`config.mk`:
```
export PLATFORM = sky130hd
export DESIGN_NAME = fod_divider
export DESIGN_NICKNAME = d
export VERILOG_FILES = /design/src/rtl/fod_pkg.sv /design/src/rtl/fod_phase.sv /design/src/rtl/fod_ssc.sv /design/src/rtl/fod_count.sv /design/src/rtl/fod_divider.sv
export SDC_FILE = /design/constraint.sdc
export NUM_CORES = 1
export LEC_CHECK = 0
export BUFFER_PORTS_ARGS = -buffer_cell sky130_fd_sc_hd__buf_2
export CAP_MARGIN = 20
export CORE_MARGIN = 2
export CORE_UTILIZATION = 62
export CTS_CLUSTER_DIAMETER = 80
export DETAILED_ROUTE_END_ITERATION = 8
export PLACE_DENSITY = 0.84
export SLEW_MARGIN = 20
export SYNTH_ARGS = -nofsm -noshare
export SYNTH_HDL_FRONTEND = slang
export SYNTH_SLANG_ARGS = --single-unit
```
`constraint.sdc`:
```
create_clock -name clk_i -period 8 [get_ports clk_i]
set_input_delay 0.4 -clock clk_i [delete_from_list [all_inputs] [get_ports clk_i]]
set_output_delay 0.4 -clock clk_i [all_outputs]
set_load 0.02 [all_outputs]
```
`src/rtl/fod_pkg.sv`:
```
package fod_pkg;
  localparam int unsigned DIV_INT_W  = 12;
  localparam int unsigned DIV_FRAC_W = 24;
  localparam int unsigned SSC_HOLD_W = 16;

  typedef struct packed {
    logic bypass;
    logic int_only;
    logic ssc_en;
  } fod_mode_t;
endpackage

```
`src/rtl/fod_phase.sv`:
```
module fod_phase #(
  parameter int unsigned INT_W  = fod_pkg::DIV_INT_W,
  parameter int unsigned FRAC_W = fod_pkg::DIV_FRAC_W,
  localparam int unsigned LEN_W = INT_W + 1,
  localparam int unsigned SUM_W = FRAC_W + 2
) (
  input  logic [FRAC_W-1:0] acc_i,
  input  logic [FRAC_W-1:0] off_i,
  input  logic [INT_W-1:0]  int_i,
  input  logic [FRAC_W-1:0] frac_i,
  input  fod_pkg::fod_mode_t mode_i,
  output logic [LEN_W-1:0]  len_o,
  output logic [FRAC_W-1:0] acc_o
);
  logic [LEN_W-1:0] whole;
  logic [SUM_W-1:0] total;

  always_comb begin
    whole = (int_i == '0) ? LEN_W'(1) : {1'b0, int_i};
    total = {2'b00, acc_i} + {2'b00, frac_i}
          + (mode_i.ssc_en ? {2'b00, off_i} : SUM_W'(0));
    if (mode_i.bypass) begin
      len_o = LEN_W'(1);
      acc_o = acc_i;
    end else if (mode_i.int_only) begin
      len_o = whole;
      acc_o = acc_i;
    end else begin
      // carry out of the fraction stretches the period
      len_o = whole + LEN_W'(total[SUM_W-1:FRAC_W]);
      acc_o = total[FRAC_W-1:0];
    end
  end
endmodule

```
`src/rtl/fod_ssc.sv`:
```
module fod_ssc #(
  parameter int unsigned FRAC_W = fod_pkg::DIV_FRAC_W,
  parameter int unsigned HOLD_W = fod_pkg::SSC_HOLD_W
) (
  input  logic              clk_i,
  input  logic              rst_ni,
  input  logic              sync_i,
  input  logic              bound_i,
  input  logic              en_i,
  input  logic [FRAC_W-1:0] step_i,
  input  logic [FRAC_W-1:0] lim_i,
  input  logic [HOLD_W-1:0] hold_i,
  output logic [FRAC_W-1:0] off_o
);
  logic [FRAC_W-1:0] off_q;
  logic              dn_q;
  logic [HOLD_W-1:0] hc_q;
  logic [HOLD_W-1:0] hold_last;
  logic [FRAC_W:0]   up_sum;
  logic              step_now;

  assign hold_last = (hold_i == '0) ? '0 : hold_i - HOLD_W'(1);
  assign step_now  = (hc_q >= hold_last);
  assign up_sum    = {1'b0, off_q} + {1'b0, step_i};
  assign off_o     = off_q;

  always_ff @(posedge clk_i or negedge rst_ni) begin
    if (!rst_ni) begin
      off_q <= '0;
      dn_q  <= 1'b0;
      hc_q  <= '0;
    end else if (sync_i || (bound_i && !en_i)) begin
      off_q <= '0;
      dn_q  <= 1'b0;
      hc_q  <= '0;
    end else if (bound_i) begin
      if (step_now) begin
        hc_q <= '0;
        if (!dn_q) begin
          if (up_sum >= {1'b0, lim_i}) begin
            off_q <= lim_i;
            dn_q  <= 1'b1;
          end else begin
            off_q <= up_sum[FRAC_W-1:0];
          end
        end else if (off_q <= step_i) begin
          off_q <= '0;
          dn_q  <= 1'b0;
        end else begin
          off_q <= off_q - step_i;
        end
      end else begin
        hc_q <= hc_q + HOLD_W'(1);
      end
    end
  end

  assert_off_hold_R7: assert property (@(posedge clk_i) disable iff (!rst_ni)
    (!sync_i && !bound_i) |=> $stable(off_q));

  assert_off_ceiling_R8: assert property (@(posedge clk_i) disable iff (!rst_ni)
    (bound_i && en_i && !sync_i && step_now && !dn_q) |=> (off_q <= $past(lim_i)));

  assert_off_falling_R8: assert property (@(posedge clk_i) disable iff (!rst_ni)
    (bound_i && en_i && !sync_i && step_now && dn_q) |=> (off_q <= $past(off_q)));
endmodule

```
`src/rtl/fod_count.sv`:
```
module fod_count #(
  parameter int unsigned LEN_W = fod_pkg::DIV_INT_W + 1
) (
  input  logic             clk_i,
  input  logic             rst_ni,
  input  logic             load_i,
  input  logic [LEN_W-1:0] len_i,
  output logic             zero_o
);
  logic [LEN_W-1:0] cnt_q;

  always_ff @(posedge clk_i or negedge rst_ni) begin
    if (!rst_ni)             cnt_q <= '0;
    else if (load_i)         cnt_q <= len_i - LEN_W'(1);
    else if (cnt_q != '0)    cnt_q <= cnt_q - LEN_W'(1);
  end

  assign zero_o = (cnt_q == '0);

  assert_len_nonzero_R4: assert property (@(posedge clk_i) disable iff (!rst_ni)
    load_i |-> (len_i != '0));
endmodule

```
`src/rtl/fod_divider.sv`:
```
module fod_divider #(
  parameter int unsigned INT_W  = fod_pkg::DIV_INT_W,
  parameter int unsigned FRAC_W = fod_pkg::DIV_FRAC_W,
  parameter int unsigned HOLD_W = fod_pkg::SSC_HOLD_W,
  localparam int unsigned LEN_W = INT_W + 1
) (
  input  logic              clk_i,
  input  logic              rst_ni,
  input  logic              sync_i,
  input  logic [INT_W-1:0]  div_int_i,
  input  logic [FRAC_W-1:0] div_frac_i,
  input  logic              int_only_i,
  input  logic              bypass_i,
  input  logic              ssc_en_i,
  input  logic [FRAC_W-1:0] ssc_step_i,
  input  logic [FRAC_W-1:0] ssc_lim_i,
  input  logic [HOLD_W-1:0] ssc_hold_i,
  output logic              tick_o
);
  fod_pkg::fod_mode_t mode;
  logic              run_q;
  logic [FRAC_W-1:0] acc_q, acc_base, acc_nxt, off, off_base;
  logic [LEN_W-1:0]  len;
  logic              zero, load;

  assign mode     = '{bypass: bypass_i, int_only: int_only_i, ssc_en: ssc_en_i};
  assign tick_o   = run_q & zero;
  assign load     = sync_i | tick_o;
  assign acc_base = sync_i ? '0 : acc_q;
  assign off_base = sync_i ? '0 : off;

  fod_phase #(.INT_W(INT_W), .FRAC_W(FRAC_W)) u_phase (
    .acc_i  (acc_base),
    .off_i  (off_base),
    .int_i  (div_int_i),
    .frac_i (div_frac_i),
    .mode_i (mode),
    .len_o  (len),
    .acc_o  (acc_nxt)
  );

  fod_ssc #(.FRAC_W(FRAC_W), .HOLD_W(HOLD_W)) u_ssc (
    .clk_i   (clk_i),
    .rst_ni  (rst_ni),
    .sync_i  (sync_i),
    .bound_i (tick_o),
    .en_i    (ssc_en_i),
    .step_i  (ssc_step_i),
    .lim_i   (ssc_lim_i),
    .hold_i  (ssc_hold_i),
    .off_o   (off)
  );

  fod_count #(.LEN_W(LEN_W)) u_cnt (
    .clk_i  (clk_i),
    .rst_ni (rst_ni),
    .load_i (load),
    .len_i  (len),
    .zero_o (zero)
  );

  always_ff @(posedge clk_i or negedge rst_ni) begin
    if (!rst_ni) begin
      run_q <= 1'b0;
      acc_q <= '0;
    end else begin
      if (sync_i) run_q <= 1'b1;
      if (load)   acc_q <= acc_nxt;
    end
  end

  assert_start_on_sync_R10: assert property (@(posedge clk_i) disable iff (!rst_ni)
    $rose(run_q) |-> $past(sync_i));

  assert_sync_restart_R5: assert property (@(posedge clk_i) disable iff (!rst_ni)
    sync_i |=> (run_q && acc_q == (($past(bypass_i) || $past(int_only_i)) ? '0 : $past(div_frac_i))));

  assert_bypass_every_cycle_R3: assert property (@(posedge clk_i) disable iff (!rst_ni)
    ((tick_o || sync_i) && bypass_i) |=> tick_o);

  assert_int_only_hold_R2: assert property (@(posedge clk_i) disable iff (!rst_ni)
    (tick_o && !sync_i && int_only_i && !bypass_i) |=> $stable(acc_q));

  assert_acc_hold_R7: assert property (@(posedge clk_i) disable iff (!rst_ni)
    (!tick_o && !sync_i) |=> $stable(acc_q));
endmodule

```
==> metrics.csv, run 1 <==
stage,metric,value,unit
place,# port buffers,106,
logic_synthesis,Area contributors post-synth,"dfrtp_1 19%, ha_1 17%, xnor2_1 7.4%",
clock_tree,htree depth,3,
clock_tree,Hold Buf Count CTS,1,
logic_synthesis,YS warnings,0,
hold_path,worst min-delay path endpoint,u_ssc.off_o[14],
grt,first-pass GRT wire length,46180,um
logic_synthesis,Synth area leader,dfrtp_1,
hold_path,HP Start,ssc_lim_i[14],
floorplan,Die Wd,133.4,um
hold_path,hold path cells,3,
detailed_routing,DR vias/cell,6.193,
detailed_routing,1st-pass router iterations,6,
sta,Slew headroom,32.35,%
floorplan,I/O pin total,107,
place,Area after DPL,11040,um2
grt,vias in the first global route,9638,
clock_tree,clk_lat worst skew,0.36,ns
cells_and_area,Final Core Density,69.28,%
logic_synthesis,Adder-Cell Fraction of Synth Area,17.97,%
sta,unrepaired setup endpoints after global routing,false,
clock_tree,Post-CTS Setup Repair Bufs,0,
clock_tree,Longest Clk Path Bufs,2,
sta,Final Setup Violations,0,
clock_tree,clock transition at the registers of the reported paths,0.07,ns
sta,max-slew violations,0,
grt,antenna violations before repair,0,
detailed_routing,metal1 wirelength,12260,um
detailed_routing,DRC viols,0,
setup_path,Worst R2R End,u_cnt.cnt_q[11],
floorplan,Cell Rows,47,
logic_synthesis,combinational family with the most area after synthesis,compound AO/OA/AOI/OAI gates,
grt,largest net degree at the start of global routing,50,
logic_synthesis,Synth Area in Compound Gates,25.00,%
clock_tree,CTS Sinks,79,
hold_path,HP Class,in -> reg,
logic_synthesis,Synth Area in Simple Gates,21.96,%
logic_synthesis,Mapped Avg Cell Area,7.867,um2
detailed_routing,Detail Route Antenna Nets,0,
detailed_routing,Vias,10051,
logic_synthesis,Syn Inst Count,1319,
setup_path,slowest cell delay on critical path,0.58,ns
setup_path,WS Path Type,reg -> reg,
floorplan,total die area,17790,um2
cells_and_area,area delta synth->final,9.936,%
setup_path,WP data required,8.25,ns
setup_path,largest delay contributor family on the critical path,compound AO/OA/AOI/OAI gates,
place,DP HPWL,21550,um
logic_synthesis,Post-synth EDFFs,0,
sta,Least-Margin Pin Slew,1.015,ns
grt,GRT overflow,0,
pwr,LEAKAGE,5.594,nW
logic_synthesis,most frequent cells after synthesis,"141 x ha_1, 133 x nor2_1, 109 x a21oi_1",
cells_and_area,# diodes,0,
logic_synthesis,Yosys cell types,86,
setup_path,Crit Path Max Fanout,5,
sta,fmax,0.1454,GHz
logic_synthesis,syn nets,1571,
detailed_routing,met2 WL,12830,um
sta,Final Worst Setup Slack,1.123,ns
setup_path,"Slowest-stage cell, CP",or4_1,
floorplan,starting density of the core,63.02,%
pwr,Max VDD drop,117.4,uV
logic_synthesis,mapped cell area,10380,um2
floorplan,Die Y-Extent,133.4,um
job,max_cap viols,0,
floorplan,CORE AREA,16470,um2
detailed_routing,highest metal layer with signal wires,met4,
sta,fin crit share,85.97,%
sta,sum of negative setup slack,0,ns
logic_synthesis,Synth top area share,19.05,%
clock_tree,TritonCTS clock tree,done,
place,Placer Congestion,0.9705,
detailed_routing,final wirelength,28100,um
cells_and_area,share of cells above drive strength 1,12.05,%
logic_synthesis,async set or reset register ratio after synthesis,100.0,%
cells_and_area,final instance area,11410,um2
setup_path,worst reg-to-reg setup slack,1.12,ns
logic_synthesis,"Seq/Total Area, Yosys",19.05,%
clock_tree,PostCTS Resize Cnt,0,
cells_and_area,fin nets,1651,
detailed_routing,wire length per cell,17.31,um
logic_synthesis,most frequent cell after synthesis,ha_1,
setup_path,reg2reg path depth,30,
setup_path,Reg-to-Reg Start,acc_q[0],
outcome,status,"finished, final reports clean",
sta,Setup Skew,0.01105,ns
setup_path,critical path buffer and inverter count,1,
setup_path,startpoint types,flop,
clock_tree,Num CTS Buffers,9,
pwr,pwr/cell area,143.9,nW/um2
sta,Final Hold Fails,0,
logic_synthesis,Synth Flop Type,dfrtp_1,
logic_synthesis,XOR/XNOR share of the synthesized area,9.707,%
setup_path,WP data arrival,7.12,ns
setup_path,CP endpoint kind,flop,
detailed_routing,routed wl met3,2096,um
logic_synthesis,multiplexer share of the synthesized area,0.5909,%
sta,Period minus WS final,6.877,ns
logic_synthesis,flop and latch count out of synthesis,79,
grt,overall routing resource usage,31.86,%
clock_tree,Clock Root Buffer,clkbuf_16,
place,pre-CTS WS,0.8487,ns
detailed_routing,initial drt markers,800,
[layer usage]
metal | vias up | track usage [%]
met4 | 0 | 13.12
met1 | 4688 | 42.95
met5 | - | 0
met3 | 65 | 2.968
met2 | 418 | 52.69
li1 | 4880 | -
[placed cells by master (no fill, tap or decap), drive strengths merged, types with 10 or more instances in the layout]
master and instances:
o21bai 17, and3 10, nor3 44, nand4 13
and2 27, dfrtp 79, o31ai 12, nand2 89
o21ai 60, nor2b 42, buf 118, a21oi 113
inv 90, nor2 134, nand3 28, xor2 27
o211ai 11, a211oi 15, xnor2 88, a21o 34
o21a 12, nand2b 21, nor4 11, ha 141
or4 11, a22o 29
[registers in the layout (all words and copies together) (netlist names)]
signal / flops
u_ssc.dn_q: 1
u_cnt.cnt_q: 13
acc_q: 24
u_ssc.hc_q: 16
run_q: 1
u_ssc.off_o: 24
[how the worst max path moves through the flow]
stage	startpoint	endpoint	slack (ns)	depth (start not counted)
floorplan	sync_i	u_cnt.cnt_q[11]	1.68	29
global placement	sync_i	u_cnt.cnt_q[11]	1.08	31
detailed placement	sync_i	u_cnt.cnt_q[11]	0.85	31
CTS	acc_q[0]	u_cnt.cnt_q[11]	1.19	30
global route	sync_i	u_cnt.cnt_q[11]	0.59	29
finish	acc_q[0]	u_cnt.cnt_q[11]	1.12	30
[cell type report]
cell class / count / area [um2]
Clock buffer: 9 / 225.2
Clock inverter: 6 / 133.9
Fill cell: 1395 / 5059
Inverter: 91 / 341.6
Multi-Input combinational cell: 1099 / 7814
Sequential cell: 79 / 1977
Tap cell: 220 / 275.3
Timing Repair Buffer: 119 / 640.6
[worst register-to-register path: cells and delay by family, from the launching register on]
family | cells | cell delay (ns)
AOI/OAI and AO/OA | 13 | 2.78
and+or+nand+nor | 8 | 1.85
adders and majority gates | 5 | 1.27
xor gates and xnor gates | 3 | 0.44
DFF | 1 | 0.38
buffers and inverters | 1 | 0.07
[logic make-up after synthesis]
kind of cell / count (synthesis)
muxes: 6
and+or+nand+nor: 457
buffers and inverters: 141
AOI/OAI and AO/OA: 375
DFF: 79
adders and majority gates: 146
xor gates and xnor gates: 115
[power breakdown]
part | internal [mW] | switching [mW] | total (mW)
Sequential | 0.433 | 0.0284 | 0.461
Combinational | 0.269 | 0.393 | 0.662
Clock | 0.335 | 0.183 | 0.518
Total | 1.04 | 0.604 | 1.64
[through the flow]
stage | power [mW] | instances | hold slack, ns
floorplan | 0.9563 | 1319 | 0.1044
global route | 1.726 | 1623 | 0.4171
CTS | 1.626 | 1623 | 0.3822
global placement | 1.090 | 1606 | 0.3620
detailed placement | 1.109 | 1607 | 0.3649
finish | 1.641 | 1623 | 0.3842
Power figures use the tool's default switching activity.
==> inputs of run 2 (changes only) <==
--- a/config.mk
+++ b/config.mk
@@ -12,6 +12,7 @@
 export CTS_CLUSTER_DIAMETER = 80
 export DETAILED_ROUTE_END_ITERATION = 8
 export PLACE_DENSITY = 0.84
+export RECOVER_POWER = 25
 export SLEW_MARGIN = 20
 export SYNTH_ARGS = -nofsm -noshare
 export SYNTH_HDL_FRONTEND = slang
==> run 2 against run 1 <==
  * The flow now finishes with violations (capacitance limit, slew limit)
  * Critical path type unchanged
  * Die area is the same
  * Global-route usage is the same
  * Via count grew 0.30%
  * Worst hold slack gained 0.0063 ns
  * Clock skew grew 0.00093 ns
  * Non-clock buffer count is the same
  * Routed wire length is essentially flat
==> metrics.csv, run 2 (synthesis results as in run 1) <==
stage,metric,value,unit
pwr,pwr/cell area,144.0,nW/um2
clock_tree,clock transition at the registers of the reported paths,0.07,ns
floorplan,CORE AREA,16470,um2
setup_path,WP data required,8.25,ns
detailed_routing,Vias,10081,
grt,largest net degree at the start of global routing,50,
setup_path,slowest cell delay on critical path,0.58,ns
sta,Slew headroom,-78.17,%
floorplan,Die Y-Extent,133.4,um
detailed_routing,Detail Route Antenna Nets,0,
pwr,LEAKAGE,5.583,nW
sta,fmax,0.1454,GHz
hold_path,HP Class,in -> reg,
sta,max-slew violations,82,
sta,Final Hold Fails,0,
pwr,Combinational Power Share,40.3,%
floorplan,Cell Rows,47,
sta,unrepaired setup endpoints after global routing,false,
grt,antenna violations before repair,0,
outcome,status,finished with violations,
cells_and_area,"Cell Count, Final, Fillers Out",1623,
pwr,sw power,605.1,uW
sta,Setup Skew,0.01198,ns
cells_and_area,fin nets,1651,
outcome,failing checks,"capacitance limit, slew limit",
detailed_routing,DR vias/cell,6.211,
detailed_routing,wire length per cell,17.31,um
detailed_routing,final wirelength,28100,um
pwr,Max VDD drop,116.0,uV
cells_and_area,"most common cell after layout, fill and taps aside",ha_1,
setup_path,Reg-to-Reg Start,acc_q[0],
sta,sum of negative setup slack,0,ns
setup_path,startpoint types,flop,
grt,first-pass GRT wire length,46180,um
pwr,Final Power,1.641,mW
sta,Final Worst Setup Slack,1.122,ns
cells_and_area,area delta synth->final,9.827,%
pwr,Sequential Power Share,28.1,%
detailed_routing,1st-pass router iterations,5,
floorplan,Die Wd,133.4,um
setup_path,WS Path Type,reg -> reg,
setup_path,CP startpoint,acc_q[0],
pwr,clock power share,31.6,%
place,Placer Congestion,0.9705,
detailed_routing,DRC viols,0,
cells_and_area,final instance area,11400,um2
clock_tree,Num CTS Buffers,9,
cells_and_area,most frequent cells in the layout,"141 x ha_1, 133 x nor2_1, 109 x a21oi_1",
setup_path,CP endpoint kind,flop,
cells_and_area,fillers,1400,
grt,overall routing resource usage,31.86,%
clock_tree,Longest Clk Path Bufs,2,
place,Inst Count DP,1607,
grt,vias in the first global route,9638,
sta,fin crit share,85.97,%
hold_path,HP Start,ssc_lim_i[14],
sta,Least-Margin Pin Slew,2.673,ns
clock_tree,Clock Root Buffer,clkbuf_16,
cells_and_area,Final Core Density,69.21,%
pwr,internal power component,1.036,mW
floorplan,total die area,17790,um2
place,DP HPWL,21550,um
setup_path,critical path buffer and inverter count,1,
cells_and_area,# diodes,0,
clock_tree,Post-CTS Setup Repair Bufs,0,
job,max_cap viols,2,
detailed_routing,initial drt markers,797,
pwr,switch share,36.86,%
clock_tree,TritonCTS clock tree,done,
setup_path,WP data arrival,7.12,ns
clock_tree,htree depth,3,
sta,Final Setup Violations,0,
place,Area after DPL,11040,um2
sta,Period minus WS final,6.878,ns
cells_and_area,share of cells above drive strength 1,11.83,%
grt,GRT overflow,0,
floorplan,I/O pin total,107,
place,# port buffers,106,
floorplan,starting density of the core,63.02,%
setup_path,"Slowest-stage cell, CP",or4_1,
clock_tree,clk_lat worst skew,0.36,ns
sta,hold_ws,0.3905,ns
setup_path,largest delay contributor family on the critical path,compound AO/OA/AOI/OAI gates,
clock_tree,CTS Sinks,79,
place,pre-CTS WS,0.8487,ns
setup_path,Crit Path Max Fanout,5,
## run 2: changes by cell type in the layout (fill, tap and decap cells not counted)
cell      before  now
clkbuf_1       0    3
buf_4         12    9
## run 2: routing by layer
| layer | track usage, % | up-vias | wire length (um) |
|---|---|---|---|
| met5 | 0 | - | 0 |
| met4 | 13.12 | 0 | 929 |
| met1 | 42.95 | 4688 | 12280 |
| li1 | - | 4876 | - |
| met3 | 2.968 | 70 | 2093 |
| met2 | 52.69 | 447 | 12800 |
## run 2: layout make-up
| type | count | area (um2) | area share (%) |
|---|---|---|---|
| Sequential cell | 79 | 1977 | 17.35 |
| Tap cell | 220 | 275.3 | 2.415 |
| Timing Repair Buffer | 119 | 629.4 | 5.523 |
| Clock inverter | 6 | 133.9 | 1.175 |
| Multi-Input combinational cell | 1099 | 7814 | 68.57 |
| Inverter | 91 | 341.6 | 2.997 |
| Clock buffer | 9 | 225.2 | 1.976 |
## run 2: path summary, 6_finish.rpt
path	end	slack (ns)	depth (start not counted)
worst max-delay path	u_cnt.cnt_q[11]	1.12	30
worst min-delay path	u_ssc.off_o[14]	0.39	3
worst max register to register	u_cnt.cnt_q[11]	1.12	30
worst min register to register	acc_q[21]	0.49	1
max in group asynchronous	u_ssc.hc_q[6]	3.59	3
min in group asynchronous	u_ssc.off_o[11]	1.08	2
## run 2: repair_timing
action | in CTS | in global routing
resized for setup | 0 | 0
endpoints found under the hold margin | 29 | 0
hold buffers | 1 | 0
## run 2: power by group through the flow
stage / sequential [mW] / combinational (mW) / clock, mW
finish: 0.461 / 0.662 / 0.519
detailed placement: 0.467 / 0.643 / 0
global route: 0.465 / 0.730 / 0.531
CTS: 0.460 / 0.650 / 0.516
floorplan: 0.458 / 0.498 / 0
global placement: 0.466 / 0.625 / 0
## run 2: worst reg2reg max path: cells and delay by family (launching register included)
kind | cells | cell delay (ns)
AO/OA/AOI/OAI | 13 | 2.78
buffers and inverters | 1 | 0.07
XOR/XNOR | 3 | 0.44
AND/OR/NAND/NOR | 8 | 1.86
flip-flops | 1 | 0.38
adder cells (fa/ha/maj) | 5 | 1.27
